`config.mk`:
```
export PLATFORM = sky130hd
export DESIGN_NAME = rtc_sec_timer
export DESIGN_NICKNAME = d
export VERILOG_FILES = /design/src/rtl/rtc_sec_pkg.sv /design/src/rtl/rtc_sec_regs.sv /design/src/rtl/rtc_sec_prescaler.sv /design/src/rtl/rtc_sec_counter.sv /design/src/rtl/rtc_sec_alarm.sv /design/src/rtl/rtc_sec_timer.sv
export SDC_FILE = /design/constraint.sdc
export NUM_CORES = 1
export LEC_CHECK = 0
export BUFFER_PORTS_ARGS = -buffer_cell sky130_fd_sc_hd__buf_2
export CAP_MARGIN = 20
export CORE_MARGIN = 2
export CORE_UTILIZATION = 59
export DETAILED_ROUTE_END_ITERATION = 10
export PLACE_DENSITY = 0.84
export SYNTH_ARGS = -nofsm -noshare
export SYNTH_HDL_FRONTEND = slang
export SYNTH_SLANG_ARGS = --single-unit
```
`constraint.sdc`:
```
create_clock -name clk_i -period 7.3 [get_ports clk_i]
set_input_delay 1.46 -clock clk_i [delete_from_list [all_inputs] [get_ports clk_i]]
set_output_delay 1.46 -clock clk_i [all_outputs]
set_load 0.005 [all_outputs]
```
`src/rtl/rtc_sec_pkg.sv`:
```
`timescale 1ns/1ps
package rtc_sec_pkg;
  localparam int unsigned IDX_W = 4;

  localparam logic [IDX_W-1:0] IDX_CTRL     = 4'd0;
  localparam logic [IDX_W-1:0] IDX_RATE_LO  = 4'd1;
  localparam logic [IDX_W-1:0] IDX_RATE_HI  = 4'd2;
  localparam logic [IDX_W-1:0] IDX_PRE_LO   = 4'd3;
  localparam logic [IDX_W-1:0] IDX_PRE_HI   = 4'd4;
  localparam logic [IDX_W-1:0] IDX_MATCH_LO = 4'd5;
  localparam logic [IDX_W-1:0] IDX_MATCH_HI = 4'd6;
  localparam logic [IDX_W-1:0] IDX_STAT     = 4'd7;
  localparam logic [IDX_W-1:0] IDX_CAP_LO   = 4'd8;
  localparam logic [IDX_W-1:0] IDX_CAP_HI   = 4'd9;

  // writable 32-bit pairs: 0 rate, 1 preset, 2 match; low half at index 1+2g
  localparam int unsigned NUM_PAIR = 3;
  localparam int unsigned STAT_W   = 2;

  typedef struct packed {
    logic clr;
    logic frc;
    logic mask;
    logic cap;
    logic load;
    logic wrap;
    logic cnt_en;
    logic srst_n;
  } ctrl_t;

  localparam int unsigned CTRL_W = $bits(ctrl_t);
  localparam ctrl_t CTRL_RST = '{clr: 1'b0, frc: 1'b0, mask: 1'b1, cap: 1'b0,
                                 load: 1'b0, wrap: 1'b0, cnt_en: 1'b0, srst_n: 1'b1};
endpackage

```
`src/rtl/rtc_sec_regs.sv`:
```
`timescale 1ns/1ps
module rtc_sec_regs
  import rtc_sec_pkg::*;
#(
  parameter int unsigned DATA_W = 16,
  localparam int unsigned CNT_W = 2 * DATA_W
) (
  input  logic              clk_i,
  input  logic              rst_ni,
  input  logic              wr_i,
  input  logic [IDX_W-1:0]  idx_i,
  input  logic [DATA_W-1:0] wdata_i,
  input  logic              load_ack_i,
  input  logic              cap_ack_i,
  input  logic              clr_ack_i,
  input  logic [CNT_W-1:0]  cap_i,
  input  logic [STAT_W-1:0] stat_i,
  output ctrl_t             ctrl_o,
  output logic [CNT_W-1:0]  rate_o,
  output logic [CNT_W-1:0]  preset_o,
  output logic [CNT_W-1:0]  match_o,
  output logic [DATA_W-1:0] rdata_o
);
  ctrl_t            ctrl_q;
  logic [CNT_W-1:0] pair_w [NUM_PAIR];

  // bus write wins over the hardware acknowledge
  always_ff @(posedge clk_i or negedge rst_ni) begin
    if (!rst_ni) begin
      ctrl_q <= CTRL_RST;
    end else if (wr_i && idx_i == IDX_CTRL) begin
      ctrl_q <= ctrl_t'(wdata_i[CTRL_W-1:0]);
    end else begin
      if (load_ack_i) ctrl_q.load <= 1'b0;
      if (cap_ack_i)  ctrl_q.cap  <= 1'b0;
      if (clr_ack_i)  ctrl_q.clr  <= 1'b0;
    end
  end

  for (genvar g = 0; g < NUM_PAIR; g++) begin : g_pair
    localparam logic [IDX_W-1:0] LO = IDX_W'(1 + 2 * g);
    localparam logic [IDX_W-1:0] HI = IDX_W'(2 + 2 * g);
    logic [CNT_W-1:0] q;
    always_ff @(posedge clk_i or negedge rst_ni) begin
      if (!rst_ni)                 q <= '0;
      else if (wr_i && idx_i == LO) q[DATA_W-1:0] <= wdata_i;
      else if (wr_i && idx_i == HI) q[CNT_W-1:DATA_W] <= wdata_i;
    end
    assign pair_w[g] = q;
  end

  always_comb begin
    rdata_o = '0;
    case (idx_i)
      IDX_CTRL:     rdata_o = DATA_W'(ctrl_q);
      IDX_RATE_LO:  rdata_o = pair_w[0][DATA_W-1:0];
      IDX_RATE_HI:  rdata_o = pair_w[0][CNT_W-1:DATA_W];
      IDX_PRE_LO:   rdata_o = pair_w[1][DATA_W-1:0];
      IDX_PRE_HI:   rdata_o = pair_w[1][CNT_W-1:DATA_W];
      IDX_MATCH_LO: rdata_o = pair_w[2][DATA_W-1:0];
      IDX_MATCH_HI: rdata_o = pair_w[2][CNT_W-1:DATA_W];
      IDX_STAT:     rdata_o = DATA_W'(stat_i);
      IDX_CAP_LO:   rdata_o = cap_i[DATA_W-1:0];
      IDX_CAP_HI:   rdata_o = cap_i[CNT_W-1:DATA_W];
      default:      rdata_o = '0;
    endcase
  end

  assign ctrl_o   = ctrl_q;
  assign rate_o   = pair_w[0];
  assign preset_o = pair_w[1];
  assign match_o  = pair_w[2];
endmodule

```
`src/rtl/rtc_sec_prescaler.sv`:
```
`timescale 1ns/1ps
module rtc_sec_prescaler #(
  parameter int unsigned CNT_W = 32
) (
  input  logic             clk_i,
  input  logic             rst_ni,
  input  logic             run_i,
  input  logic [CNT_W-1:0] rate_i,
  output logic             tick_o
);
  logic [CNT_W-1:0] div_q;
  logic             run;

  assign run    = run_i && (rate_i != '0);
  // >= keeps a lowered rate word from stranding the divider above it
  assign tick_o = run && (div_q >= rate_i - CNT_W'(1));

  always_ff @(posedge clk_i or negedge rst_ni) begin
    if (!rst_ni)              div_q <= '0;
    else if (!run || tick_o)  div_q <= '0;
    else                      div_q <= div_q + CNT_W'(1);
  end
endmodule

```
`src/rtl/rtc_sec_counter.sv`:
```
`timescale 1ns/1ps
module rtc_sec_counter #(
  parameter int unsigned CNT_W = 32
) (
  input  logic             clk_i,
  input  logic             rst_ni,
  input  logic             srst_ni,
  input  logic             wrap_i,
  input  logic             tick_i,
  input  logic             load_i,
  input  logic [CNT_W-1:0] preset_i,
  input  logic             cap_i,
  output logic [CNT_W-1:0] cnt_o,
  output logic [CNT_W-1:0] cnt_nxt_o,
  output logic             upd_o,
  output logic [CNT_W-1:0] cap_o,
  output logic             load_ack_o,
  output logic             cap_ack_o
);
  localparam logic [CNT_W-1:0] CNT_MAX = '1;

  logic [CNT_W-1:0] cnt_q, cnt_d, cap_q;

  always_comb begin
    cnt_d = cnt_q;
    if (!srst_ni)             cnt_d = '0;
    else if (load_i)          cnt_d = preset_i;
    else if (tick_i) begin
      if (cnt_q == CNT_MAX)   cnt_d = wrap_i ? '0 : CNT_MAX;
      else                    cnt_d = cnt_q + CNT_W'(1);
    end
  end

  always_ff @(posedge clk_i or negedge rst_ni) begin
    if (!rst_ni) begin
      cnt_q <= '0;
      cap_q <= '0;
    end else begin
      cnt_q <= cnt_d;
      if (cap_i) cap_q <= cnt_q;
    end
  end

  assign cnt_o      = cnt_q;
  assign cnt_nxt_o  = cnt_d;
  assign upd_o      = srst_ni && (load_i || tick_i);
  assign cap_o      = cap_q;
  assign load_ack_o = load_i;
  assign cap_ack_o  = cap_i;
endmodule

```
`src/rtl/rtc_sec_alarm.sv`:
```
`timescale 1ns/1ps
module rtc_sec_alarm
  import rtc_sec_pkg::*;
#(
  parameter int unsigned CNT_W = 32
) (
  input  logic              clk_i,
  input  logic              rst_ni,
  input  logic              srst_ni,
  input  logic              upd_i,
  input  logic [CNT_W-1:0]  cnt_nxt_i,
  input  logic [CNT_W-1:0]  match_i,
  input  logic              clr_i,
  input  logic              mask_i,
  input  logic              frc_i,
  output logic              pend_o,
  output logic [STAT_W-1:0] stat_o,
  output logic              irq_o,
  output logic              clr_ack_o
);
  logic pend_q, hit;

  assign hit = upd_i && (cnt_nxt_i == match_i);

  always_ff @(posedge clk_i or negedge rst_ni) begin
    if (!rst_ni)       pend_q <= 1'b0;
    else if (!srst_ni) pend_q <= 1'b0;
    else if (hit)      pend_q <= 1'b1;
    else if (clr_i)    pend_q <= 1'b0;
  end

  assign irq_o     = (pend_q && !mask_i) || frc_i;
  assign stat_o    = {irq_o, pend_q};
  assign pend_o    = pend_q;
  assign clr_ack_o = clr_i;
endmodule

```
`src/rtl/rtc_sec_timer.sv`:
```
`timescale 1ns/1ps
module rtc_sec_timer
  import rtc_sec_pkg::*;
#(
  parameter int unsigned DATA_W = 16
) (
  input  logic              clk_i,
  input  logic              rst_ni,
  input  logic              wr_i,
  input  logic [IDX_W-1:0]  addr_i,
  input  logic [DATA_W-1:0] wdata_i,
  output logic [DATA_W-1:0] rdata_o,
  output logic              irq_o
);
  localparam int unsigned CNT_W = 2 * DATA_W;

  ctrl_t             ctrl;
  logic [CNT_W-1:0]  rate, preset, match, cnt, cnt_nxt, cap;
  logic [STAT_W-1:0] stat;
  logic              tick, upd, pend, load_ack, cap_ack, clr_ack;

  rtc_sec_regs #(.DATA_W(DATA_W)) u_regs (
    .clk_i     (clk_i),
    .rst_ni    (rst_ni),
    .wr_i      (wr_i),
    .idx_i     (addr_i),
    .wdata_i   (wdata_i),
    .load_ack_i(load_ack),
    .cap_ack_i (cap_ack),
    .clr_ack_i (clr_ack),
    .cap_i     (cap),
    .stat_i    (stat),
    .ctrl_o    (ctrl),
    .rate_o    (rate),
    .preset_o  (preset),
    .match_o   (match),
    .rdata_o   (rdata_o)
  );

  rtc_sec_prescaler #(.CNT_W(CNT_W)) u_pre (
    .clk_i (clk_i),
    .rst_ni(rst_ni),
    .run_i (ctrl.srst_n && ctrl.cnt_en),
    .rate_i(rate),
    .tick_o(tick)
  );

  rtc_sec_counter #(.CNT_W(CNT_W)) u_cnt (
    .clk_i     (clk_i),
    .rst_ni    (rst_ni),
    .srst_ni   (ctrl.srst_n),
    .wrap_i    (ctrl.wrap),
    .tick_i    (tick),
    .load_i    (ctrl.load),
    .preset_i  (preset),
    .cap_i     (ctrl.cap),
    .cnt_o     (cnt),
    .cnt_nxt_o (cnt_nxt),
    .upd_o     (upd),
    .cap_o     (cap),
    .load_ack_o(load_ack),
    .cap_ack_o (cap_ack)
  );

  rtc_sec_alarm #(.CNT_W(CNT_W)) u_alm (
    .clk_i    (clk_i),
    .rst_ni   (rst_ni),
    .srst_ni  (ctrl.srst_n),
    .upd_i    (upd),
    .cnt_nxt_i(cnt_nxt),
    .match_i  (match),
    .clr_i    (ctrl.clr),
    .mask_i   (ctrl.mask),
    .frc_i    (ctrl.frc),
    .pend_o   (pend),
    .stat_o   (stat),
    .irq_o    (irq_o),
    .clr_ack_o(clr_ack)
  );
endmodule

```
Word level (Yosys, flattened, before mapping)
Index checks and enable logic that the tools add are counted.

operators by class
  add/subtract/negate cells = 3
  $lt $le $gt $ge = 1
  equality and inequality tests = 12
  mux-type cells = 12
  bitwise logic cells = 3
  reductions and logical operators = 23

operator list
  kind                                                                   count
  32-bit two-way mux                                                     6
  16-bit one-hot mux with 10 select lines                                1
  32-bit by 1-bit adder with 32-bit output, second input constant        2
  32-bit equality test                                                   1
  32-bit equality test, second input constant                            1
  32-bit greater-or-equal comparator                                     1
  32-bit nonzero test                                                    1
  32-bit by 1-bit subtractor with 32-bit output, second input constant   1
  4-bit by 3-bit equality test with 1-bit output, second input constant  4
  1-bit logical AND                                                      13
  4-bit by 2-bit equality test with 1-bit output, second input constant  2
  4-bit equality test, second input constant                             2
  2-bit AND reduction                                                    3
  4-bit by 1-bit equality test with 1-bit output, second input constant  1
  4-bit zero test                                                        1
  1-bit two-way mux                                                      4
  1-bit logical OR                                                       3
  3-bit by 1-bit != test with 1-bit output, second input constant        1
  1-bit inverter                                                         3
  1-bit zero test                                                        2
  2-bit two-way mux                                                      1

storage, ports and cells
  register bits = 201
  output and inout bits = 17
  word-level logic and storage cells = 72

Longest topological paths before layout
Gate-level depths: netlist (run 1).

  depth in word-level cells = 10
  mapped depth = 24

By module
From an unflattened synthesis (run 1), not the netlist that was laid out.

second synthesis, totals
  cells, all modules = 1,125
  area, all modules = 12,025.3 sq um

modules (own cells, without submodules)
  module             times used  cells each  area an instance (sq um)  seq. area each (sq um)
  rtc_sec_regs       1           397         5,223.8                   2,605.0
  rtc_sec_counter    1           354         3,482.1                   1,601.5
  rtc_sec_prescaler  1           322         2,892.8                   800.8
  rtc_sec_alarm      1           51          420.4                     25.0
  rtc_sec_timer      1           1           6.3                       0.0

Worst setup path before layout (run 1)
No wires, ideal clock.

  path type = flip-flop to flip-flop
  start = reg u_regs.g_pair[0].q[4] (netlist: u_regs.rate_o[4])
  end = reg u_alm.pend_q (netlist: u_alm.pend_o)
  setup time = 81 ps
  arrival = 5,143 ps
  required time = 7,219 ps
  setup slack = 2,076 ps
  stages on the path, launching flop included = 24
  path buffers = 1
  clock period less this slack = 5,224 ps
  cells stage by stage = dfrtp_1 -> or3_1 -> nor3_1 -> nand2b_1 -> nor4_1 -> nand2_1 -> or3_1 -> nor2_1 -> nand3_1 -> xor2_1 -> ha_1 -> nand4_1 -> nor3_1 -> a211o_1 -> a211o_1 -> a21oi_2 -> clkbuf_1 -> nor3_1 -> o2bb2ai_1 -> nor3_1 -> or4_1 -> nor4_1 -> nand4b_1 -> o22ai_2

on the way
  word-level cells in the longest chain between the ends = 10

ends and longest elaborated chain
  item                                                                                  line                                              RTL
  start, declared                                                                       rtc_sec_regs.sv:43                                logic [CNT_W-1:0] q;
  start signal, assigned by index                                                       rtc_sec_regs.sv:46                                else if (wr_i && idx_i == LO) q[DATA_W-1:0] <= wdata_i;
  start signal, assigned by index                                                       rtc_sec_regs.sv:47                                else if (wr_i && idx_i == HI) q[CNT_W-1:DATA_W] <= wdata_i;
  32-bit by 1-bit subtractor with 32-bit output or 32-bit nonzero test (tied branches)  rtc_sec_prescaler.sv:16, rtc_sec_prescaler.sv:14
  32-bit greater-or-equal comparator or 1-bit logical AND (tied branches)               rtc_sec_prescaler.sv:16, rtc_sec_prescaler.sv:14
  1-bit logical AND *                                                                   rtc_sec_prescaler.sv:16                           assign tick_o = run && (div_q >= rate_i - CNT_W'(1));
  32-bit two-way mux                                                                    rtc_sec_counter.sv:28                             else if (tick_i) begin
  32-bit two-way mux                                                                    rtc_sec_counter.sv:27                             else if (load_i) cnt_d = preset_i;
  32-bit two-way mux                                                                    rtc_sec_counter.sv:26                             if (!srst_ni) cnt_d = '0;
  32-bit equality test                                                                  rtc_sec_alarm.sv:23                               assign hit = upd_i && (cnt_nxt_i == match_i);
  1-bit logical AND *                                                                   rtc_sec_alarm.sv:23
  1-bit two-way mux                                                                     rtc_sec_alarm.sv:28                               else if (hit) pend_q <= 1'b1;
  1-bit two-way mux                                                                     rtc_sec_alarm.sv:27                               else if (!srst_ni) pend_q <= 1'b0;
  end signal, assigned                                                                  rtc_sec_alarm.sv:27
  end signal, assigned                                                                  rtc_sec_alarm.sv:28
  end signal, assigned                                                                  rtc_sec_alarm.sv:29                               else if (clr_i) pend_q <= 1'b0;
  end, declared                                                                         rtc_sec_alarm.sv:21                               logic pend_q, hit;

Every way passes the cells marked *; elsewhere a longest branch is shown, timed or not.
A chain may end at the register's enable or synchronous reset.

Final worst setup path (run 1)
Ends and elaborated chain as after synthesis.

==> metrics.txt, run 1 <==
top-area cell type share of the netlist area=0.410; P_sw=1.08 mW; Slew Limit Headroom=0.301; top-count cell post-synth=dfrtp_1; flops & latches, synth=201; number of port buffers=39; clock sinks=201; CTS tree=built; kind of critical path=reg2reg; crit path max fanout=7; drt first pass iters=8; synth warn=0; gr ovfl total=0; Commonest cells post-synth=dfrtp_1 (199), mux2_2 (133), nor2_1 (97), nand2_1 (85), clkbuf_1 (59); Post-synth EDFFs=0; Power Total=3.35 mW; Peak supply drop=0.298 mV; nets@finish=1304; Worst Skew=0.0312 ns; Post-Synth Simple-Gate Area=0.175; Area Growth Syn to Fin=10.5%; Area contributors post-synth=dfrtp_1 (41%), mux2_2 (12%), ha_1 (3.6%); final WL=44.0 mm; largest net degree at the start of global routing=82; Starting Density=0.600; Crit path top cell by count=nor4_1; Clock Power Share=0.360; reg2reg end=u_alm.pend_o; layout cells sized above 1=0.206; max cap viols=0; Avg Cell Area, Syn=9.89 um^2; htree depth=1; WL per Instance=28.7 um; DRC violation count after routing=0; XOR/XNOR Fraction of Synth Area=0.0577; initial drt markers=1524; Worst Path Required=7.72 ns; core box area=20200 um^2; first-pass GRT wire length=66.8 mm; post-synthesis mux area share=0.126; vias=11.0k; Seq pwr share=0.447; Gate power share=0.192; hold path cells=1; largest family of logic cells by synthesized area=simple AND/OR/NAND/NOR gates; setup TNS=0 ns; CP Capture Type=flop; Worst setup SP type=flop; switch share=0.322; Pint=2.27 mW; fin crit period=6.44 ns; CTS buffer count=22; Post-Synth Adder-Cell Area=0.0360; post-synthesis compound-gate area fraction=0.159; r2r setup slk=0.86 ns; gpl congestion=1.06; Fillers=1552; Post-CTS Hold Buffers=0; status=finished clean; minimum hold slack=0.514 ns; post-cts sizing count=0; number of global-route vias before repair=10.8k; # diodes=0; count of pins over their slew limit=0; Area after DPL=12600 um^2; Mapped Cells=1228; worst r2r src=u_regs.rate_o[4]; clock root buffer=clkbuf_16; register area share after synthesis=0.414; slowest CP cell=nor3_1; Total GRT Usage=0.406; CP peak stage delay=0.90 ns; most used flip-flop cell after synthesis=dfrtp_1; Worst Hold End=u_cnt.cap_o[7]; Final Cycle Share=0.882; Lkg Pwr=5.76 nW; Routed Antenna Nets=0; ys async rst share=1.00; largest area contributor in the synthesized netlist=dfrtp_1; Pwr Density=250 nW/um^2; chip height=148 um; Clk Latency, worst-skew pair=0.53 ns; mapped cell area=12100 um^2; Worst-path clk slew=0.06 ns; worst r2r path cells=20; post-place setup slack=1.05 ns; CP arrival=6.86 ns; Slew @ Worst Pin=1.04 ns; path category of the worst min-delay check=reg2reg; Cell Chain, Critical Path=or3_1, nor3_1, nand2b_1, nor4_1, nand2_1, or3_1, nor2_1, nand3_1, xor2_1, ha_1, nand4_1, nor4_1, a21oi_2, nor3_1, nand2_1, and4_1, or4_1, nor4_1, nand4b_1, o22ai_2; Post-CTS Setup Bufs=0; Finished Cell Area=13400 um^2; Detail Placement HPWL=32.3 mm; Max clock buf depth=3; synth unique cells=86; drt via density=7.18; final setup violation count=0; Syn Nets=1286; die area=21800 um^2; # rows=52; initial antenna violation count=0; I/O pins=40; Hold Fails Final Rpt=0; RSZ-0062 raised after global routing=false; fmax=155 MHz; worst hold start=u_cnt.cap_o[7]; Final WS setup=0.861 ns; die span in x=148 um
cells by family after synthesis:
logic type / after synthesis
and+or+nand+nor: 414
AOI/OAI and AO/OA: 264
DFF: 201
muxes: 136
buffers and inverters: 98
xor gates and xnor gates: 80
adders and majority gates: 35
area by class of cell:
type	instances	area (um^2)	area share
Clock buffer	31	624	0.0465
Tap cell	270	338	0.0252
Inverter	32	120	0.00895
Timing Repair Buffer	60	394	0.0294
Multi-Input combinational cell	929	6750	0.503
Clock inverter	8	159	0.0118
Sequential cell	201	5030	0.375
metrics by stage:
step | instances | util
3_5_place_dp | 1490 | 0.622
4_1_cts | 1529 | 0.661
3_3_place_gp | 1490 | 0.622
5_1_grt | 1531 | 0.663
6_report | 1531 | 0.663
2_1_floorplan | 1228 | -
cells in the final DEF, fill, tap and decap left out, types with 5 or more instances in the layout:
| cell type | n |
|---|---|
| xor2_1 | 36 |
| o31ai_1 | 7 |
| a21o_1 | 9 |
| a21oi_1 | 41 |
| nor4_1 | 17 |
| o21ai_0 | 44 |
| ha_1 | 35 |
| a221oi_1 | 8 |
| clkbuf_1 | 5 |
| nand2_1 | 85 |
| o22ai_1 | 8 |
| buf_4 | 19 |
| nor2_1 | 96 |
| buf_2 | 38 |
| and4_1 | 11 |
| clkbuf_8 | 5 |
| and3_1 | 28 |
| inv_1 | 32 |
| nor2b_1 | 5 |
| nor3_1 | 34 |
| a222oi_1 | 21 |
| a22oi_1 | 24 |
| a211oi_1 | 15 |
| xnor2_1 | 44 |
| a22o_1 | 7 |
| and2_1 | 13 |
| a31oi_1 | 19 |
| nand4_1 | 22 |
| dfrtp_1 | 198 |
| nand2b_1 | 13 |
| clkbuf_16 | 22 |
| mux2_2 | 133 |
| o211ai_1 | 6 |
| nand3_1 | 55 |
registers in the layout, summed over array words and instances, names as in the netlist:
name             flops
u_regs.preset_o     32
u_pre.div_q         32
u_regs.match_o      32
u_alm.pend_o         1
u_cnt.cap_o         32
u_regs.ctrl_o        8
u_regs.rate_o       32
u_cnt.cnt_o         32
worst max path at each step:
stage | start | end | slack (ns) | cells past startpoint
2_1_floorplan | u_regs.rate_o[4] | u_alm.pend_o | 2.08 | 23
3_3_place_gp | u_regs.rate_o[4] | u_alm.pend_o | 1.21 | 20
3_5_place_dp | u_regs.rate_o[4] | u_alm.pend_o | 1.05 | 20
4_1_cts | u_regs.rate_o[4] | u_alm.pend_o | 1.00 | 20
5_1_grt | u_regs.rate_o[4] | u_alm.pend_o | 0.32 | 20
6_report | u_regs.rate_o[4] | u_alm.pend_o | 0.86 | 20
power groups by stage:
stage / clock network, mW / logic (mW) / registers (mW)
3_5_place_dp: 0 / 0.615 / 1.50
2_1_floorplan: 0 / 0.437 / 1.38
4_1_cts: 1.21 / 0.623 / 1.48
5_1_grt: 1.26 / 0.699 / 1.50
6_report: 1.21 / 0.644 / 1.50
3_3_place_gp: 0 / 0.602 / 1.49
worst max-delay path, delay by kind of cell, from the launching register on:
family	cells	cell delay, ns
adder cells (fa/ha/maj)	1	0.32
XOR/XNOR	1	0.18
AO/OA/AOI/OAI	2	0.36
flip-flops	1	0.43
AND/OR/NAND/NOR	16	5.07
routing by layer:
layer  part of all wire  vias to the layer above  track usage
li1                   -                     4653            -
met1               0.39                     5405        0.556
met2               0.44                      751        0.621
met3               0.11                      177       0.0910
met4              0.055                        0        0.182
met5                  0                        -            0
No activity file was read; power rests on OpenSTA's default activity.
==> inputs of run 2 (changes only) <==
--- a/config.mk
+++ b/config.mk
@@ -5,10 +5,11 @@
 export SDC_FILE = /design/constraint.sdc
 export NUM_CORES = 1
 export LEC_CHECK = 0
-export BUFFER_PORTS_ARGS = -buffer_cell sky130_fd_sc_hd__buf_2
+export BUFFER_PORTS_ARGS = -buffer_cell sky130_fd_sc_hd__buf_4
 export CAP_MARGIN = 20
 export CORE_MARGIN = 2
 export CORE_UTILIZATION = 59
+export CTS_CLUSTER_DIAMETER = 80
 export DETAILED_ROUTE_END_ITERATION = 10
 export PLACE_DENSITY = 0.84
 export SYNTH_ARGS = -nofsm -noshare
==> run 2 against run 1 <==
Utilization is 0.20 points higher. Sequential share of layout area is 0.12 points lower. Sequential power hardly changed. Via count is 1.1% higher. Clock skew is 0.017 ns lower. Clock-buffer cell count is 1 higher. Critical path type unchanged. Cell count hardly changed. Total power is 1.0% lower. Sequential cell count stayed put.
==> metrics.txt, run 2 (same netlist as run 1, synthesis figures left out) <==
status=finished clean; Final Cycle Share=0.887 (+0.00545); fin crit period=6.48 ns (+0.0398 ns); Pwr Density=246 nW/um^2 (-1.3%); WL per Instance=29.3 um (+2.0%); Slew @ Worst Pin=1.16 ns (+0.116 ns); r2r setup slk=0.82 ns (-0.04 ns); initial antenna violation count=0 (unchanged); # placed instances=1489 (-0.067%); kind of critical path=reg2reg; Post-CTS Hold Buffers=0 (unchanged); most frequent cells in the layout=dfrtp_1 (198), mux2_2 (133), nor2_1 (96), nand2_1 (85); number of port buffers=39 (unchanged); vias=11.1k (+1.1%); die span in x=148 um (unchanged); Slew Limit Headroom=0.227 (-0.0737); drt first pass iters=6 (-2); post-place setup slack=1.02 ns (-0.0310 ns); chip height=148 um (unchanged); layout cells sized above 1=0.206 (about the same); DRC violation count after routing=0 (unchanged); Routed Antenna Nets=0 (unchanged); crit path max fanout=18 (+11); RSZ-0062 raised after global routing=false; post-layout util=0.665 (+0.00204); final setup violation count=0 (unchanged); Clk Latency, worst-skew pair=0.52 ns (about the same); Seq pwr share=0.453 (+0.006); reg2reg end=u_alm.pend_o; Detail Placement HPWL=32.4 mm (+0.52%); Power Total=3.32 mW (-1.0%); Lkg Pwr=5.76 nW (about the same); most common cell after layout, fill and taps aside=dfrtp_1; Gate power share=0.199 (+0.007); Layout Cells excl Fill=1532 (+0.065%); worst r2r src=u_regs.rate_o[3]; htree depth=1 (unchanged); Final WS setup=0.821 ns (-0.0398 ns); Total GRT Usage=0.415 (+0.00969); Critical path origin=u_regs.rate_o[3]; switch share=0.329 (+0.00686); clock sinks=201 (unchanged); path category of the worst min-delay check=reg2reg; largest net degree at the start of global routing=125 (+52%); # rows=52 (unchanged); worst setup path endpoint=u_alm.pend_o; initial drt markers=1305 (-14%); CP Capture Type=flop; core box area=20200 um^2 (unchanged); nets@finish=1303 (-0.077%); CTS tree=built; Area after DPL=12700 um^2 (+0.73%); fmax=154 MHz (-0.61%); post-cts sizing count=0 (unchanged); P_sw=1.09 mW (+1.1%); # diodes=0 (unchanged); Starting Density=0.600 (unchanged); Area Growth Syn to Fin=10.8%; Finished Cell Area=13500 um^2 (+0.31%); final WL=44.9 mm (+2.1%); number of global-route vias before repair=11.1k (+2.5%); worst r2r path cells=22 (+10%); first-pass GRT wire length=68.4 mm (+2.4%); Pint=2.23 mW (-2.0%); count of pins over their slew limit=0 (unchanged); gr ovfl total=0 (unchanged); minimum hold slack=0.510 ns (-0.00426 ns); Clock Power Share=0.348 (-0.012); drt via density=7.25 (+1.1%); CTS buffer count=23 (+4.5%); Max clock buf depth=3 (unchanged); I/O pins=40 (unchanged); Worst Path Required=7.73 ns (about the same); Peak supply drop=0.202 mV (-32%); Fillers=1555 (+0.19%); setup TNS=0 ns (unchanged); Post-CTS Setup Bufs=0 (unchanged); worst hold start=u_cnt.cap_o[17]; Worst-path clk slew=0.06 ns (about the same); CP arrival=6.91 ns (+0.05 ns); die area=21800 um^2 (unchanged); gpl congestion=1.04 (-1.9%); max cap viols=0 (unchanged); Worst setup SP type=flop; Worst Skew=0.0146 ns (-0.0166 ns); Hold Fails Final Rpt=0 (unchanged); clock root buffer=clkbuf_16
-- run 2: changes by cell type in the layout (fill, tap and decap cells not counted), sizes merged --
cell	delta
clkinvlp	+1
clkinv	+2
bufinv	-2
inv	+1
buf	-2
clkbuf	+1
-- run 2: layer usage --
metal,track usage,wire (um),up-vias
met5,0,0,-
met3,0.0914,4860,183
met4,0.188,2250,0
li1,-,-,4658
met1,0.566,17400,5489
met2,0.640,20400,779
-- run 2: worst min path at each step --
stage                       to  slack, ns  cells after the start
6_report       u_cnt.cap_o[17]       0.51                      1
4_1_cts        u_cnt.cap_o[13]       0.51                      1
5_1_grt        u_cnt.cap_o[17]       0.52                      1
2_1_floorplan     u_alm.pend_o       0.46                      1
3_5_place_dp    u_cnt.cap_o[6]       0.50                      1
3_3_place_gp   u_cnt.cap_o[28]       0.49                      1
-- run 2: worst max-delay path: stages, from the launching register on --
cell and delay (ns):
dfrtp_1 0.43, or3_1 0.44, nor3_1 0.29, nand2b_1 0.16
nor4_1 0.41, nand2_1 0.18, or3_1 0.41, nor2_1 0.28
nand3_1 0.14, xor2_1 0.18, ha_1 0.31, nand4_1 0.18
nor3_1 0.08, a211o_1 0.26, a211o_1 0.30, a21o_1 0.39
nand2_4 0.35, nor3_1 0.14, nor4_1 0.67, xnor2_1 0.29
o211ai_1 0.15, nand4b_1 0.23, o22ai_2 0.10
-- run 2: final cells by class --
class	instances	area, um^2	share of cell area
multi-input cells	929	6750	0.502
flip-flops and latches	201	5030	0.374
clock buffers	32	639	0.0475
repair buffers	58	465	0.0346
well taps	270	338	0.0251
inverters	32	120	0.00892
clock inverters	10	114	0.00846
-- run 2: power by group through the flow --
stage / registers (mW) / logic [mW] / clock network (mW)
6_report: 1.50 / 0.659 / 1.16
5_1_grt: 1.51 / 0.710 / 1.21
4_1_cts: 1.48 / 0.640 / 1.16
3_5_place_dp: 1.50 / 0.630 / 0
3_3_place_gp: 1.49 / 0.614 / 0
2_1_floorplan: 1.38 / 0.437 / 0
==> inputs of run 3 (changes only) <==
--- a/config.mk
+++ b/config.mk
@@ -12,6 +12,7 @@
 export CTS_CLUSTER_DIAMETER = 80
 export DETAILED_ROUTE_END_ITERATION = 10
 export PLACE_DENSITY = 0.84
+export RECOVER_POWER = 25
 export SYNTH_ARGS = -nofsm -noshare
 export SYNTH_HDL_FRONTEND = slang
 export SYNTH_SLANG_ARGS = --single-unit
==> run 3 against run 2 <==
The run now ends with max-capacitance violations, max-slew violations left. Clock skew down 0.0013 ns. Total power about the same. Setup slack worse by 0.033 ns. Critical path depth unchanged. Sequential cell count unchanged. Global-route usage unchanged. Register-to-register slack worse by 0.03 ns.
==> metrics.txt, run 3 (same netlist as run 1, synthesis figures left out) <==
kind of critical path=reg2reg; Cell Chain, Critical Path=or3_1, nor3_1, nand2b_1, nor4_1, nand2_1, or3_1, nor2_1, nand3_1, xor2_1, ha_1, nand4_1, nor3_1, a211o_1, a211o_1, a21o_1, nand2_4, nor3_1, nor4_1, xnor2_1, o211ai_1, nand4b_1, o22ai_2; Max clock buf depth=3 (unchanged); Final Cycle Share=0.892 (+0.00458); Hold Fails Final Rpt=0 (unchanged); slowest CP cell=nor4_1; worst setup path endpoint=u_alm.pend_o; WL per Instance=29.3 um (about the same); final setup violation count=0 (unchanged); drt via density=7.23 (-0.35%); Total GRT Usage=0.415 (unchanged); Slew @ Worst Pin=3.18 ns (+2.02 ns); most frequent cells in the layout=dfrtp_1 (198), mux2_2 (133), nor2_1 (96), nand2_1 (85), nand3_1 (55); post-cts sizing count=0 (unchanged); path category of the worst min-delay check=reg2reg; layout cells sized above 1=0.205 (-0.000792); clock sinks=201 (unchanged); CP top delay family=simple AND/OR/NAND/NOR gates; gpl congestion=1.04 (unchanged); Routed Antenna Nets=0 (unchanged); grt met1 use=0.566 (unchanged); CP peak stage delay=0.69 ns (+0.02 ns); number of port buffers=39 (unchanged); nets@finish=1303 (unchanged); largest net degree at the start of global routing=125 (unchanged); count of pins over their slew limit=159 (+159); vias=11.1k (-0.35%); Post-CTS Hold Buffers=0 (unchanged); Crit path top cell by count=nor3_1; CP Capture Type=flop; busiest layer in global routing=met2; initial drt markers=1307 (+0.15%); Power Total=3.32 mW (about the same); htree depth=1 (unchanged); Detail Placement HPWL=32.4 mm (unchanged); Worst Skew=0.0132 ns (-0.00131 ns); CTS tree=built; number of global-route vias before repair=11.1k (unchanged); initial antenna violation count=0 (unchanged); CP arrival=6.94 ns (+0.03 ns); Post-CTS Setup Bufs=0 (unchanged); drt first pass iters=10 (+4); DRC violation count after routing=0 (unchanged); Worst Path Required=7.73 ns (about the same); die area=21800 um^2 (unchanged); worst r2r src=u_regs.rate_o[3]; die span in x=148 um (unchanged); grt met3 use=0.0914 (unchanged); first-pass GRT wire length=68.4 mm (unchanged); core box area=20200 um^2 (unchanged); fmax=154 MHz (-0.51%); Pwr Density=247 nW/um^2 (about the same); final WL=44.9 mm (about the same); failing checks=max-capacitance violations, max-slew violations; clock root buffer=clkbuf_16; number of buffers and inverters on the critical path=0 (unchanged); Peak supply drop=0.202 mV (about the same); Slew Limit Headroom=-1.12 (-1.34); max cap viols=2 (+2); fin crit period=6.51 ns (+0.0335 ns); # diodes=0 (unchanged); met2 GRT Util=0.640 (unchanged); Area Growth Syn to Fin=10.7% (about the same); gr ovfl total=0 (unchanged); Crit path depth=22 (unchanged); Critical path origin=u_regs.rate_o[3]; Clk Latency, worst-skew pair=0.52 ns (about the same); I/O pins=40 (unchanged); CTS buffer count=23 (unchanged); most common cell after layout, fill and taps aside=dfrtp_1; Starting Density=0.600 (unchanged); r2r setup slk=0.79 ns (-0.03 ns); reg2reg end=u_alm.pend_o; worst r2r path cells=22 (unchanged); Lkg Pwr=5.75 nW (-0.13%); Worst setup SP type=flop; Fillers=1558 (+0.19%); RSZ-0062 raised after global routing=false; chip height=148 um (unchanged); setup TNS=0 ns (unchanged); # rows=52 (unchanged); status=finished with violations; crit path max fanout=18 (unchanged); Worst-path clk slew=0.06 ns (about the same)
[run 3: worst min path at each step]
| stage | slack, ns | cells after the start | end | startpoint |
|---|---|---|---|---|
| final | 0.51 | 1 | u_cnt.cap_o[17] | u_cnt.cap_o[17] |
| after detailed placement | 0.50 | 1 | u_cnt.cap_o[6] | u_cnt.cap_o[6] |
| after CTS | 0.51 | 1 | u_cnt.cap_o[13] | u_cnt.cap_o[13] |
| after floorplan | 0.46 | 1 | u_alm.pend_o | u_regs.ctrl_o[7] |
| after global placement | 0.49 | 1 | u_cnt.cap_o[28] | u_cnt.cap_o[28] |
| after global routing | 0.52 | 1 | u_cnt.cap_o[17] | u_cnt.cap_o[17] |
[run 3: cell type report]
class / instances / area (um^2) / share of cell area
Clock buffer: 32 / 639 / 0.0475
Clock inverter: 10 / 114 / 0.00847
Inverter: 32 / 120 / 0.00893
Multi-Input combinational cell: 929 / 6750 / 0.502
Sequential cell: 201 / 5030 / 0.374
Tap cell: 270 / 338 / 0.0251
Timing Repair Buffer: 58 / 453 / 0.0337
[run 3: power by group]
| part | internal, mW | switching (mW) |
|---|---|---|
| combinational | 0.290 | 0.369 |
| sequential | 1.25 | 0.253 |
| clock | 0.686 | 0.468 |
| total | 2.23 | 1.09 |
[run 3: per-layer routing]
layer	up-vias	share of wire	routed length (um)
li1	4655	-	-
met1	5492	0.39	17600
met2	758	0.45	20300
met3	165	0.11	4820
met4	0	0.049	2180
met5	-	0	0
[run 3: worst reg2reg max path, cell delays in order, from the launching register on]
cell and delay [ns]:
dfrtp_1 0.44, or3_1 0.45, nor3_1 0.29, nand2b_1 0.16, nor4_1 0.41, nand2_1 0.18
or3_1 0.41, nor2_1 0.28, nand3_1 0.14, xor2_1 0.18, ha_1 0.31, nand4_1 0.18
nor3_1 0.08, a211o_1 0.26, a211o_1 0.30, a21o_1 0.40, nand2_4 0.35, nor3_1 0.15
nor4_1 0.69, xnor2_1 0.30, o211ai_1 0.15, nand4b_1 0.23, o22ai_2 0.11
[run 3: stage by stage]
stage	setup WS (ns)	hold slack [ns]	instances	instance area [um^2]	util
final	0.788	0.510	1532	13500	0.665
after global routing	0.329	0.521	1532	13500	0.665
after CTS	0.934	0.511	1531	13400	0.664
after detailed placement	1.02	0.498	1489	12700	0.627
after global placement	1.25	0.490	1488	12700	0.626
after floorplan	2.08	0.459	1228	12100	-
